[src/rtl/smute_pkg.sv]
package smute_pkg;
  // Command issued once per sample strobe from control to datapath
  typedef struct packed {
    logic step;   // a sample is being processed this cycle
    logic down;   // ramp direction: 1 = towards silence
  } gainCmd_t;
endpackage

[src/rtl/mute_ctrl.sv]
module mute_ctrl
  import smute_pkg::*;
#(
  parameter int SAMPLE_W = 24,
  parameter int ZERO_RUN = 1024
) (
  input  logic                clk,
  input  logic                rstN,
  input  logic                sampleValid,
  input  logic [SAMPLE_W-1:0] inLeft,
  input  logic [SAMPLE_W-1:0] inRight,
  input  logic                extMute,
  input  logic                extMuteUndriven,
  input  logic                regMute,
  input  logic                overrideEn,
  output logic                automuted,
  output gainCmd_t            cmd
);
  localparam int CNT_W = $clog2(ZERO_RUN + 1);
  localparam logic [CNT_W-1:0] RUN_FULL = CNT_W'(ZERO_RUN);
  localparam logic [CNT_W-1:0] RUN_LAST = CNT_W'(ZERO_RUN - 1);

  logic [CNT_W-1:0] zeroCnt;
  logic             anyNonZero;
  logic             autoAllowed;
  logic             muteReq;

  assign anyNonZero  = (inLeft != '0) || (inRight != '0);
  assign autoAllowed = automuted && (extMuteUndriven || overrideEn);
  assign muteReq     = extMute || regMute || autoAllowed;

  always_ff @(posedge clk or negedge rstN) begin
    if (!rstN) begin
      zeroCnt   <= '0;
      automuted <= 1'b0;
    end else if (sampleValid) begin
      if (anyNonZero) begin
        zeroCnt   <= '0;
        automuted <= 1'b0;
      end else begin
        if (zeroCnt != RUN_FULL) zeroCnt <= zeroCnt + 1'b1;
        if (zeroCnt == RUN_LAST) automuted <= 1'b1;
      end
    end
  end

  always_comb begin
    cmd.step = sampleValid;
    cmd.down = muteReq;
  end
endmodule

[src/rtl/gain_path.sv]
module gain_path
  import smute_pkg::*;
#(
  parameter int SAMPLE_W = 24,
  parameter int GAIN_W   = 10
) (
  input  logic                clk,
  input  logic                rstN,
  input  gainCmd_t            cmd,
  input  logic [SAMPLE_W-1:0] inLeft,
  input  logic [SAMPLE_W-1:0] inRight,
  output logic                outValid,
  output logic [SAMPLE_W-1:0] outLeft,
  output logic [SAMPLE_W-1:0] outRight,
  output logic [GAIN_W-1:0]   gain
);
  localparam int NUM_CH = 2;
  localparam int PROD_W = SAMPLE_W + GAIN_W + 1;
  localparam logic [GAIN_W-1:0] GAIN_MAX = {GAIN_W{1'b1}};

  logic [SAMPLE_W-1:0] chanIn  [NUM_CH];
  logic [SAMPLE_W-1:0] chanRes [NUM_CH];
  logic [SAMPLE_W-1:0] chanOut [NUM_CH];

  assign chanIn[0] = inLeft;
  assign chanIn[1] = inRight;

  for (genvar ch = 0; ch < NUM_CH; ch++) begin : g_chan
    logic signed [PROD_W-1:0] prod;
    assign prod = PROD_W'($signed(chanIn[ch])) * PROD_W'($signed({1'b0, gain}));
    assign chanRes[ch] = (gain == GAIN_MAX) ? chanIn[ch]
                                            : SAMPLE_W'(prod >>> GAIN_W);

    always_ff @(posedge clk or negedge rstN) begin
      if (!rstN)         chanOut[ch] <= '0;
      else if (cmd.step) chanOut[ch] <= chanRes[ch];
    end
  end

  always_ff @(posedge clk or negedge rstN) begin
    if (!rstN) begin
      gain     <= GAIN_MAX;
      outValid <= 1'b0;
    end else begin
      outValid <= cmd.step;
      if (cmd.step) begin
        if (cmd.down && gain != '0)            gain <= gain - 1'b1;
        else if (!cmd.down && gain != GAIN_MAX) gain <= gain + 1'b1;
      end
    end
  end

  assign outLeft  = chanOut[0];
  assign outRight = chanOut[1];
endmodule

[src/rtl/audio_soft_mute.sv]
module audio_soft_mute
  import smute_pkg::*;
#(
  parameter int SAMPLE_W = 24,
  parameter int GAIN_W   = 10,
  parameter int ZERO_RUN = 1024
) (
  input  logic                clk,
  input  logic                rstN,
  input  logic                sampleValid,
  input  logic [SAMPLE_W-1:0] inLeft,
  input  logic [SAMPLE_W-1:0] inRight,
  input  logic                extMute,
  input  logic                extMuteUndriven,
  input  logic                regMute,
  input  logic                overrideEn,
  output logic                outValid,
  output logic [SAMPLE_W-1:0] outLeft,
  output logic [SAMPLE_W-1:0] outRight,
  output logic                automuted,
  output logic [GAIN_W-1:0]   gainLevel
);
  gainCmd_t gainCmd;

  mute_ctrl #(.SAMPLE_W(SAMPLE_W), .ZERO_RUN(ZERO_RUN)) u_ctrl (
    .clk(clk), .rstN(rstN), .sampleValid(sampleValid),
    .inLeft(inLeft), .inRight(inRight),
    .extMute(extMute), .extMuteUndriven(extMuteUndriven),
    .regMute(regMute), .overrideEn(overrideEn),
    .automuted(automuted), .cmd(gainCmd)
  );

  gain_path #(.SAMPLE_W(SAMPLE_W), .GAIN_W(GAIN_W)) u_path (
    .clk(clk), .rstN(rstN), .cmd(gainCmd),
    .inLeft(inLeft), .inRight(inRight),
    .outValid(outValid), .outLeft(outLeft), .outRight(outRight),
    .gain(gainLevel)
  );
endmodule

[config.mk]
export PLATFORM = sky130hd
export DESIGN_NAME = audio_soft_mute
export DESIGN_NICKNAME = d
export VERILOG_FILES = /design/src/rtl/smute_pkg.sv /design/src/rtl/mute_ctrl.sv /design/src/rtl/gain_path.sv /design/src/rtl/audio_soft_mute.sv
export SDC_FILE = /design/constraint.sdc
export NUM_CORES = 1
export LEC_CHECK = 0
export BUFFER_PORTS_ARGS = -buffer_cell sky130_fd_sc_hd__buf_2
export CORE_ASPECT_RATIO = 0.9
export CORE_MARGIN = 3
export CORE_UTILIZATION = 62
export DETAILED_ROUTE_END_ITERATION = 6
export HOLD_SLACK_MARGIN = 0.15
export PLACE_DENSITY = 0.78
export SLEW_MARGIN = 20
export SYNTH_ARGS = -nofsm -noshare
export SYNTH_HDL_FRONTEND = slang
export SYNTH_HIERARCHICAL = 1
export SYNTH_SLANG_ARGS = --single-unit
[constraint.sdc]
create_clock -name clk -period 6.6 [get_ports clk]
set_input_delay 0 -clock clk [delete_from_list [all_inputs] [get_ports clk]]
set_output_delay 0 -clock clk [all_outputs]
set_load 0.005 [all_outputs]
# Yosys cells after proc, flatten, opt, wreduce, memory -nomap -nowiden
# Cells that the tools add are included.
[totals]
ff_bits = 71
out_inout_bits = 60
inputBits = 55
word_cells = 40
[op_classes]
multipliers = 2
n_eq_ne = 4
n_addsub = 3
reduce_logical = 17
n_mux = 8
[op_table]
columns = ["op", "count"]
rows = [
  ["$mul A24 B11 Y34", 2],
  ["$mux W24", 2],
  ["$reduce_bool A24 Y1", 2],
  ["$mux W11", 2],
  ["$mux W10", 2],
  ["$add A11 B1 Y11 const B", 1],
  ["$eq A11 B10 Y1 const B", 1],
  ["$ne A11 B11 Y1 const B", 1],
  ["$add A10 B1 Y10 const B", 1],
  ["$eq A10 B10 Y1 const B", 1],
  ["$ne A10 B10 Y1 const B", 1],
  ["$reduce_bool A10 Y1", 1],
  ["$sub A10 B1 Y10 const B", 1],
  ["$reduce_and A2 Y1", 3],
  ["$reduce_bool A2 Y1", 3],
  ["$logic_or A1 B1 Y1", 4],
  ["$logic_and A1 B1 Y1", 3],
  ["$mux W1", 2],
  ["$logic_not A1 Y1", 1],
]

# Depth between registers and ports, before layout
# Gate-level depths: netlist of run 1.
[depth]
word_depth = 7
depth_mapped = 23
ltp_nobuf = 20

# Hierarchy
# Netlist of run 1, hierarchy kept.
[by_module_without_submodules]
columns = ["mod", "cells_per_inst", "n_inst", "seq_area_each_um2", "area_per_inst_um2"]
rows = [
  ["gain_path", 2236, 1, 1488.9, 19401.1],
  ["mute_ctrl", 106, 1, 300.3, 1111.1],
]

# Worst setup path before layout of run 1
# OpenSTA, ideal clock, no wires.
[synth_path]
path_type = "register to register"
startpoint = "register u_path.gain[2]"
endpoint = "register u_path.chanOut, in the netlist u_path/outRight[23]"
path_slack_ps = 674
path_buffers = 3
path_stages_with_launch = 22
period_less_slack_ps = 5926
setup_ps = 70
required_time_ps = 6530
arrival_ps = 5855
path_cell_list = "dfstp_2 > clkbuf_1 > clkbuf_1 > clkbuf_1 > nand2_1 > fa_1 > fa_1 > inv_1 > fa_1 > fa_1 > inv_1 > fa_1 > inv_1 > ha_1 > a21o_1 > a21oi_2 > inv_2 > a2111oi_2 > a21o_2 > o31ai_2 > or4b_1 > nand4_1"
[synth_between]
elab_chain_cells = 2
word_cells_on_any_way = 3
cone_classes = "1 x mul; 1 x eq/ne; 1 x mux"
[synth_rtl]
columns = ["item", "line", "rtl"]
rows = [
  ["start: declaration", "gain_path.sv:15", "output logic [GAIN_W-1:0] gain"],
  ["start signal: assignment", "gain_path.sv:47", "if (cmd.down && gain != '0) gain <= gain - 1'b1;"],
  ["start signal: assignment", "gain_path.sv:48", "else if (!cmd.down && gain != GAIN_MAX) gain <= gain + 1'b1;"],
  ["$mul A24 B11 Y34 / $eq A10 B10 Y1 (equally long branches)", "gain_path.sv:30, gain_path.sv:31", ""],
  ["$mux W24 *", "gain_path.sv:31", "assign chanRes[ch] = (gain == GAIN_MAX) ? chanIn[ch]"],
  ["end signal: indexed assignment", "gain_path.sv:36", "else if (cmd.step) chanOut[ch] <= chanRes[ch];"],
  ["end: declaration", "gain_path.sv:23", "logic [SAMPLE_W-1:0] chanOut [NUM_CH];"],
]
# Every way passes the cells marked *; elsewhere a longest branch is shown, timed or not.
# A chain may end at the register's enable or synchronous reset.

# Final worst setup path of run 1
[layout_path]
startpoint = "register u_path.gain[3]"
endpoint = "register u_path.chanOut, in the netlist u_path/outRight[23]"
# Same word-level chain as after synthesis.

==> qor.csv, run 1 <==
metric,value,unit
gpl congestion,0.892,
# diodes,0,
nature of the critical path startpoint,register,
"area leader, netlist",fa_1,
CP startpoint,u_path/gain[3],
drt pass-1 iters,7,
Avg WL per Cell,19.1,um
Max Cap Viol,0,
top post-synthesis cells by count,"inv_1, fa_1, nand2_1, and2_1, ha_1",
Post-synth EDFFs,0,
worst slew pin tran,999,ps
Tcrit/Tclk final,95.6,%
vias in the first global route,17866,
Fin Clk Skew,12.0,ps
Crit. End Element,register,
FF-to-FF setup slack,290,ps
clk sinks,71,
Syn Area/Cell,8.76,um^2
"slowest stage delay, CP",990,ps
post-synthesis cell type count,82,
status,"complete, but fails checks",
FF-to-FF path depth,19,
Final #Nets,3018,
GR Util All Layers,31.9,%
Longest Clk Path Bufs,2,
"critical path, cell by cell","buf_4, nand2_1, fa_1, fa_1, inv_1, fa_1, fa_1, inv_1, fa_1, inv_1, ha_1, a21oi_1, nand2_1, o221a_2, a21oi_2, a21o_2, o31ai_2, or4b_1, nand4_1",
final setup violating endpoints,0,
RR Endpoint,u_path/outRight[23],
initial antenna violation count,0,
Vias/cell,5.82,
clk slew on worst S/H paths,70,ps
CTS Root Cell,clkbuf_16,
slew margin rel.,33.1,%
routed wire length,53800,um
Hold Crit Endpoint,u_path/outRight[22],
Die H,179,um
post-synth top area share,40.1,%
post-route ant nets,0,
Worst Path Arrival,6600,ps
Hold Path Stages,3,
post-CTS setup buffers,0,
worst hold path class,in -> reg,
hold_sp,inRight[22],
Slowest cell on crit path,dfstp_2,
max-slew violations,0,
Fin Setup TNS,0,ps
# IOs,115,
worst-path fanout max,31,
ys async rst share,100,%
top post-synthesis cells by area,"fa_1, inv_1, ha_1, dfrtp_1, and2_1",
routed vias,16432,
die area,35300,um^2
"Cell Area, Synth",20500,um^2
#FFs+latches synth,71,
worst r2r src,u_path/gain[3],
post-synthesis sequential area ratio,8.72,%
first-pass GRT wire length,88600,um
Post-synth top flop,dfrtp_1,
most frequent CP cell,fa_1,
Ys Warns,6,
core area,32300,um^2
post-synthesis cell count,2342,
clk_lat worst skew,370,ps
port bufs,114,
num rows,62,
Final Hold Fails,0,
chip width,198,um
drt initial violations,1097,
Synth-to-Final Area Change,7.14,%
largest net degree at the start of global routing,69,
global route overflow,0,
CTS buffer count,9,
Starting Density,63.6,%
CTS tree,yes,
fmax,158,MHz
DRC Markers,12,
H-tree Lvls,3,
Crit Path Class,reg -> reg,
Post-DP HPWL,40400,um
"count leader, synth",inv_1,
layout cells sized above 1,8.86,%
failing checks,design-rule violations,
RSZ-0062 raised after global routing,no,
syn nets,2960,
Tmin final,6310,ps
Worst EP required,6890,ps
[registers in the layout, summed over array words and instances, names as in the netlist]
register and cells:
u_path/gain 10, u_path/outValid 1, u_path/outRight 24, u_path/outLeft 24
u_ctrl/zeroCnt 11, u_ctrl/automuted 1
[timing repair]
item	CTS	global route
hold endpoints to repair	96	0
resized for setup	0	1
hold buffers	34	0
setup endpoints to repair	0	1
[layout by cell type (no fill, tap or decap), types with 13 or more instances in the layout]
cell type / netlist / final
o21ai_0: 43 / 43
nand2_1: 326 / 326
and2_1: 229 / 229
nand4_1: 20 / 20
nor3_1: 13 / 13
xor2_1: 14 / 14
fa_1: 411 / 411
dlygate4sd3_1: 1 / 34
xnor2_1: 34 / 34
nor2_1: 65 / 65
ha_1: 152 / 152
dfrtp_1: 61 / 61
buf_2: 5 / 112
a31oi_1: 23 / 23
a21o_1: 21 / 21
inv_1: 511 / 511
and3_1: 18 / 18
buf_4: 5 / 30
nand3_1: 31 / 31
a21oi_1: 71 / 71
[cell type report]
| type | count | area (um^2) |
|---|---|---|
| clock inverter | 2 | 38.8 |
| tap | 416 | 520 |
| clock buffer | 14 | 264 |
| inverter | 513 | 1930 |
| timing repair buffer | 177 | 1150 |
| multi-input combinational | 1628 | 16300 |
| fill | 2540 | 10300 |
| sequential | 71 | 1790 |
[critical path, delay by kind of cell, from the launching register on]
kind	cells	cell delay (ps)
fa+ha+maj	6	2620
simple gates	4	820
flops	1	990
buf+inv	4	490
compound gates	5	1290
[through the flow]
| step | hold WS, ps | instance area [um^2] | worst slack, ps | util, % | instances |
|---|---|---|---|---|---|
| final | 200 | 22000 | 288 | 68.1 | 2821 |
| after global placement | -102 | 21300 | 493 | 66.1 | 2771 |
| after CTS | 170 | 22000 | 341 | 68.1 | 2821 |
| after detailed placement | -102 | 21300 | 347 | 66.1 | 2771 |
| after floorplan | -296 | 20500 | 674 | - | 2342 |
| after global routing | 210 | 22000 | 9.85 | 68.1 | 2821 |
[layer usage]
layer | track usage [%] | vias up | wire length, um | part of all wire [%]
li1 | - | 7247 | - | -
met1 | 40.9 | 8266 | 21500 | 40
met2 | 54.4 | 777 | 26700 | 50
met3 | 5.36 | 142 | 3830 | 7.1
met4 | 12.7 | 0 | 1880 | 3.5
met5 | 0 | - | 0 | 0
[kinds of logic after synthesis]
| family | Yosys count | synth area share [%] |
|---|---|---|
| AO/OA/AOI/OAI | 244 | 7.99 |
| XOR/XNOR | 48 | 2.05 |
| adder cells (fa/ha/maj) | 563 | 49.4 |
| buffers and inverters | 643 | 11.9 |
| flip-flops | 71 | 8.72 |
| multiplexers | 10 | 0.512 |
| AND/OR/NAND/NOR | 763 | 19.4 |
[how the worst max path moves through the flow]
stage	end	depth (start not counted)
2_1_floorplan	u_path/outRight[23]	21
4_1_cts	u_path/outRight[23]	18
6_report	u_path/outRight[23]	19
3_5_place_dp	u_path/outRight[23]	18
5_1_grt	u_path/outLeft[20]	19
3_3_place_gp	u_path/outRight[19]	18
Power of run 1 is left out: the tool's default activity adds up to more than one toggle a clock period on the data nets, which glitch-free logic cannot reach.
==> inputs of run 2 (changes only) <==
--- a/config.mk
+++ b/config.mk
@@ -8,10 +8,10 @@
 export BUFFER_PORTS_ARGS = -buffer_cell sky130_fd_sc_hd__buf_2
 export CORE_ASPECT_RATIO = 0.9
 export CORE_MARGIN = 3
-export CORE_UTILIZATION = 62
+export CORE_UTILIZATION = 33
 export DETAILED_ROUTE_END_ITERATION = 6
 export HOLD_SLACK_MARGIN = 0.15
-export PLACE_DENSITY = 0.78
+export PLACE_DENSITY = 0.45
 export SLEW_MARGIN = 20
 export SYNTH_ARGS = -nofsm -noshare
 export SYNTH_HDL_FRONTEND = slang
==> constraint.sdc (replaced) <==
create_clock -name clk -period 7.37 [get_ports clk]
set_input_delay 0 -clock clk [delete_from_list [all_inputs] [get_ports clk]]
set_output_delay 0 -clock clk [all_outputs]
set_load 0.005 [all_outputs]
==> run 2 against run 1 <==
The run now ends clean. Routed wire length grew 8.6%. Setup slack better by 710 ps. Flip-flop and latch count unchanged. Die area up 85%. Cell count up 13%. Non-clock buffer count fell by 11. Fmax down 0.89%. First-iteration DRC count is 18% lower. Via count down 4.8%. Sequential share of layout area down 0.16 points.
==> qor.csv, run 2 (synthesis results as in run 1) <==
metric,value,unit
status,completed,
fmax,157,MHz
global route overflow,0,
worst r2r src,u_path/gain[2],
Die H,243,um
Final #Nets,3007,
GR Util All Layers,18.7,%
Fill cells,6404,
Synth-to-Final Area Change,8.99,%
largest net degree at the start of global routing,53,
max-slew violations,0,
chip width,269,um
first-pass GRT wire length,94400,um
initial antenna violation count,6,
drt initial violations,901,
clk slew on worst S/H paths,70,ps
Top delay family on crit path,adder cells,
Worst Path Arrival,6670,ps
layout cells sized above 1,8.77,%
Tmin final,6370,ps
worst-path fanout max,29,
Max Cap Viol,0,
most frequent cells in the layout,"inv_1, fa_1, nand2_1",
die area,65200,um^2
Vias/cell,4.91,
Crit. End Element,register,
CTS tree,yes,
"slowest stage delay, CP",880,ps
"critical path, cell by cell","buf_12, nand2_1, fa_1, fa_1, fa_1, inv_1, fa_1, inv_1, fa_1, inv_1, ha_1, nand2_1, a21oi_1, a21oi_2, o32ai_4, o211ai_1, a21oi_1, mux2_2, a31oi_1",
core area,61300,um^2
routed vias,15650,
Fin Setup TNS,0,ps
routed wire length,58500,um
slew margin rel.,31.7,%
Fin Clk Skew,10.3,ps
Slowest cell on crit path,dfstp_2,
clk sinks,71,
CP startpoint,u_path/gain[2],
# IOs,115,
Avg WL per Cell,18.4,um
H-tree Lvls,3,
Starting Density,33.4,%
hold_sp,inRight[22],
gpl congestion,0.829,
num rows,86,
CTS Root Cell,clkbuf_16,
nature of the critical path startpoint,register,
final setup violating endpoints,0,
CTS buffer count,9,
drt pass-1 iters,5,
RSZ-0062 raised after global routing,no,
port bufs,114,
vias in the first global route,16499,
# resized after CTS,0,
Buf/Inv on CP,4,
worst hold path class,in -> reg,
Post-DP HPWL,45600,um
clk_lat worst skew,380,ps
DRC Markers,0,
most frequent CP cell,fa_1,
post-route ant nets,0,
Longest Clk Path Bufs,2,
Final Hold Fails,0,
worst slew pin tran,1020,ps
Crit Path Class,reg -> reg,
"most common cell after layout, fill and taps aside",inv_1,
Worst EP required,7670,ps
Tcrit/Tclk final,86.4,%
-- run 2: worst min-delay path, stage by stage --
cell	delay, ps
buf_2	220
a22oi_1	200
a21oi_1	90
-- run 2: timing repair --
action,in CTS,in global routing
hold endpoints to repair,51,0
setup buffers,0,0
hold buffers,29,0
-- run 2: stage by stage --
step                      instance area [um^2]  util [%]  setup WS [ps]  instances  hold WS (ps)
final                                    22400      36.5           1000       3187           166
after CTS                                22400      36.4           1030       3186           153
after global placement                   21800      35.5           1110       3141         -39.3
after floorplan                          20500         -           1440       2342          -296
after detailed placement                 21800      35.5           1070       3141         -39.9
after global routing                     22400      36.4            623       3186           182
-- run 2: layout make-up --
type / count / area, um^2 / share of cell area (%)
inverters: 513 / 1930 / 8.61
diodes: 1 / 2.50 / 0.0112
clock buffers: 10 / 229 / 1.02
multi-input cells: 1628 / 16300 / 72.9
flip-flops and latches: 71 / 1790 / 8.00
well taps: 792 / 991 / 4.43
repair buffers: 166 / 1060 / 4.75
clock inverters: 6 / 70.1 / 0.313
-- run 2: routing by layer --
| metal | routed length [um] | up-vias | global-route usage, % |
|---|---|---|---|
| met4 | 701 | 2 | 3.19 |
| met1 | 27500 | 8042 | 26.8 |
| met5 | 13 | - | 0 |
| met2 | 27800 | 324 | 30.5 |
| met3 | 2400 | 37 | 2.31 |
| li1 | - | 7245 | - |
-- run 2: worst paths after layout --
check                                      end  slack (ps)  cells after the start
setup / recovery            u_path/outLeft[20]        1000                     19
hold / removal             u_path/outRight[22]         170                      3
setup reg to reg            u_path/outLeft[20]        1000                     19
hold reg to reg             u_path/outLeft[15]         490                      2
max in group asynchronous   u_path/outLeft[23]        6360                      3
min in group asynchronous       u_path/gain[0]         230                      2
Power of run 2 is left out for the same reason.
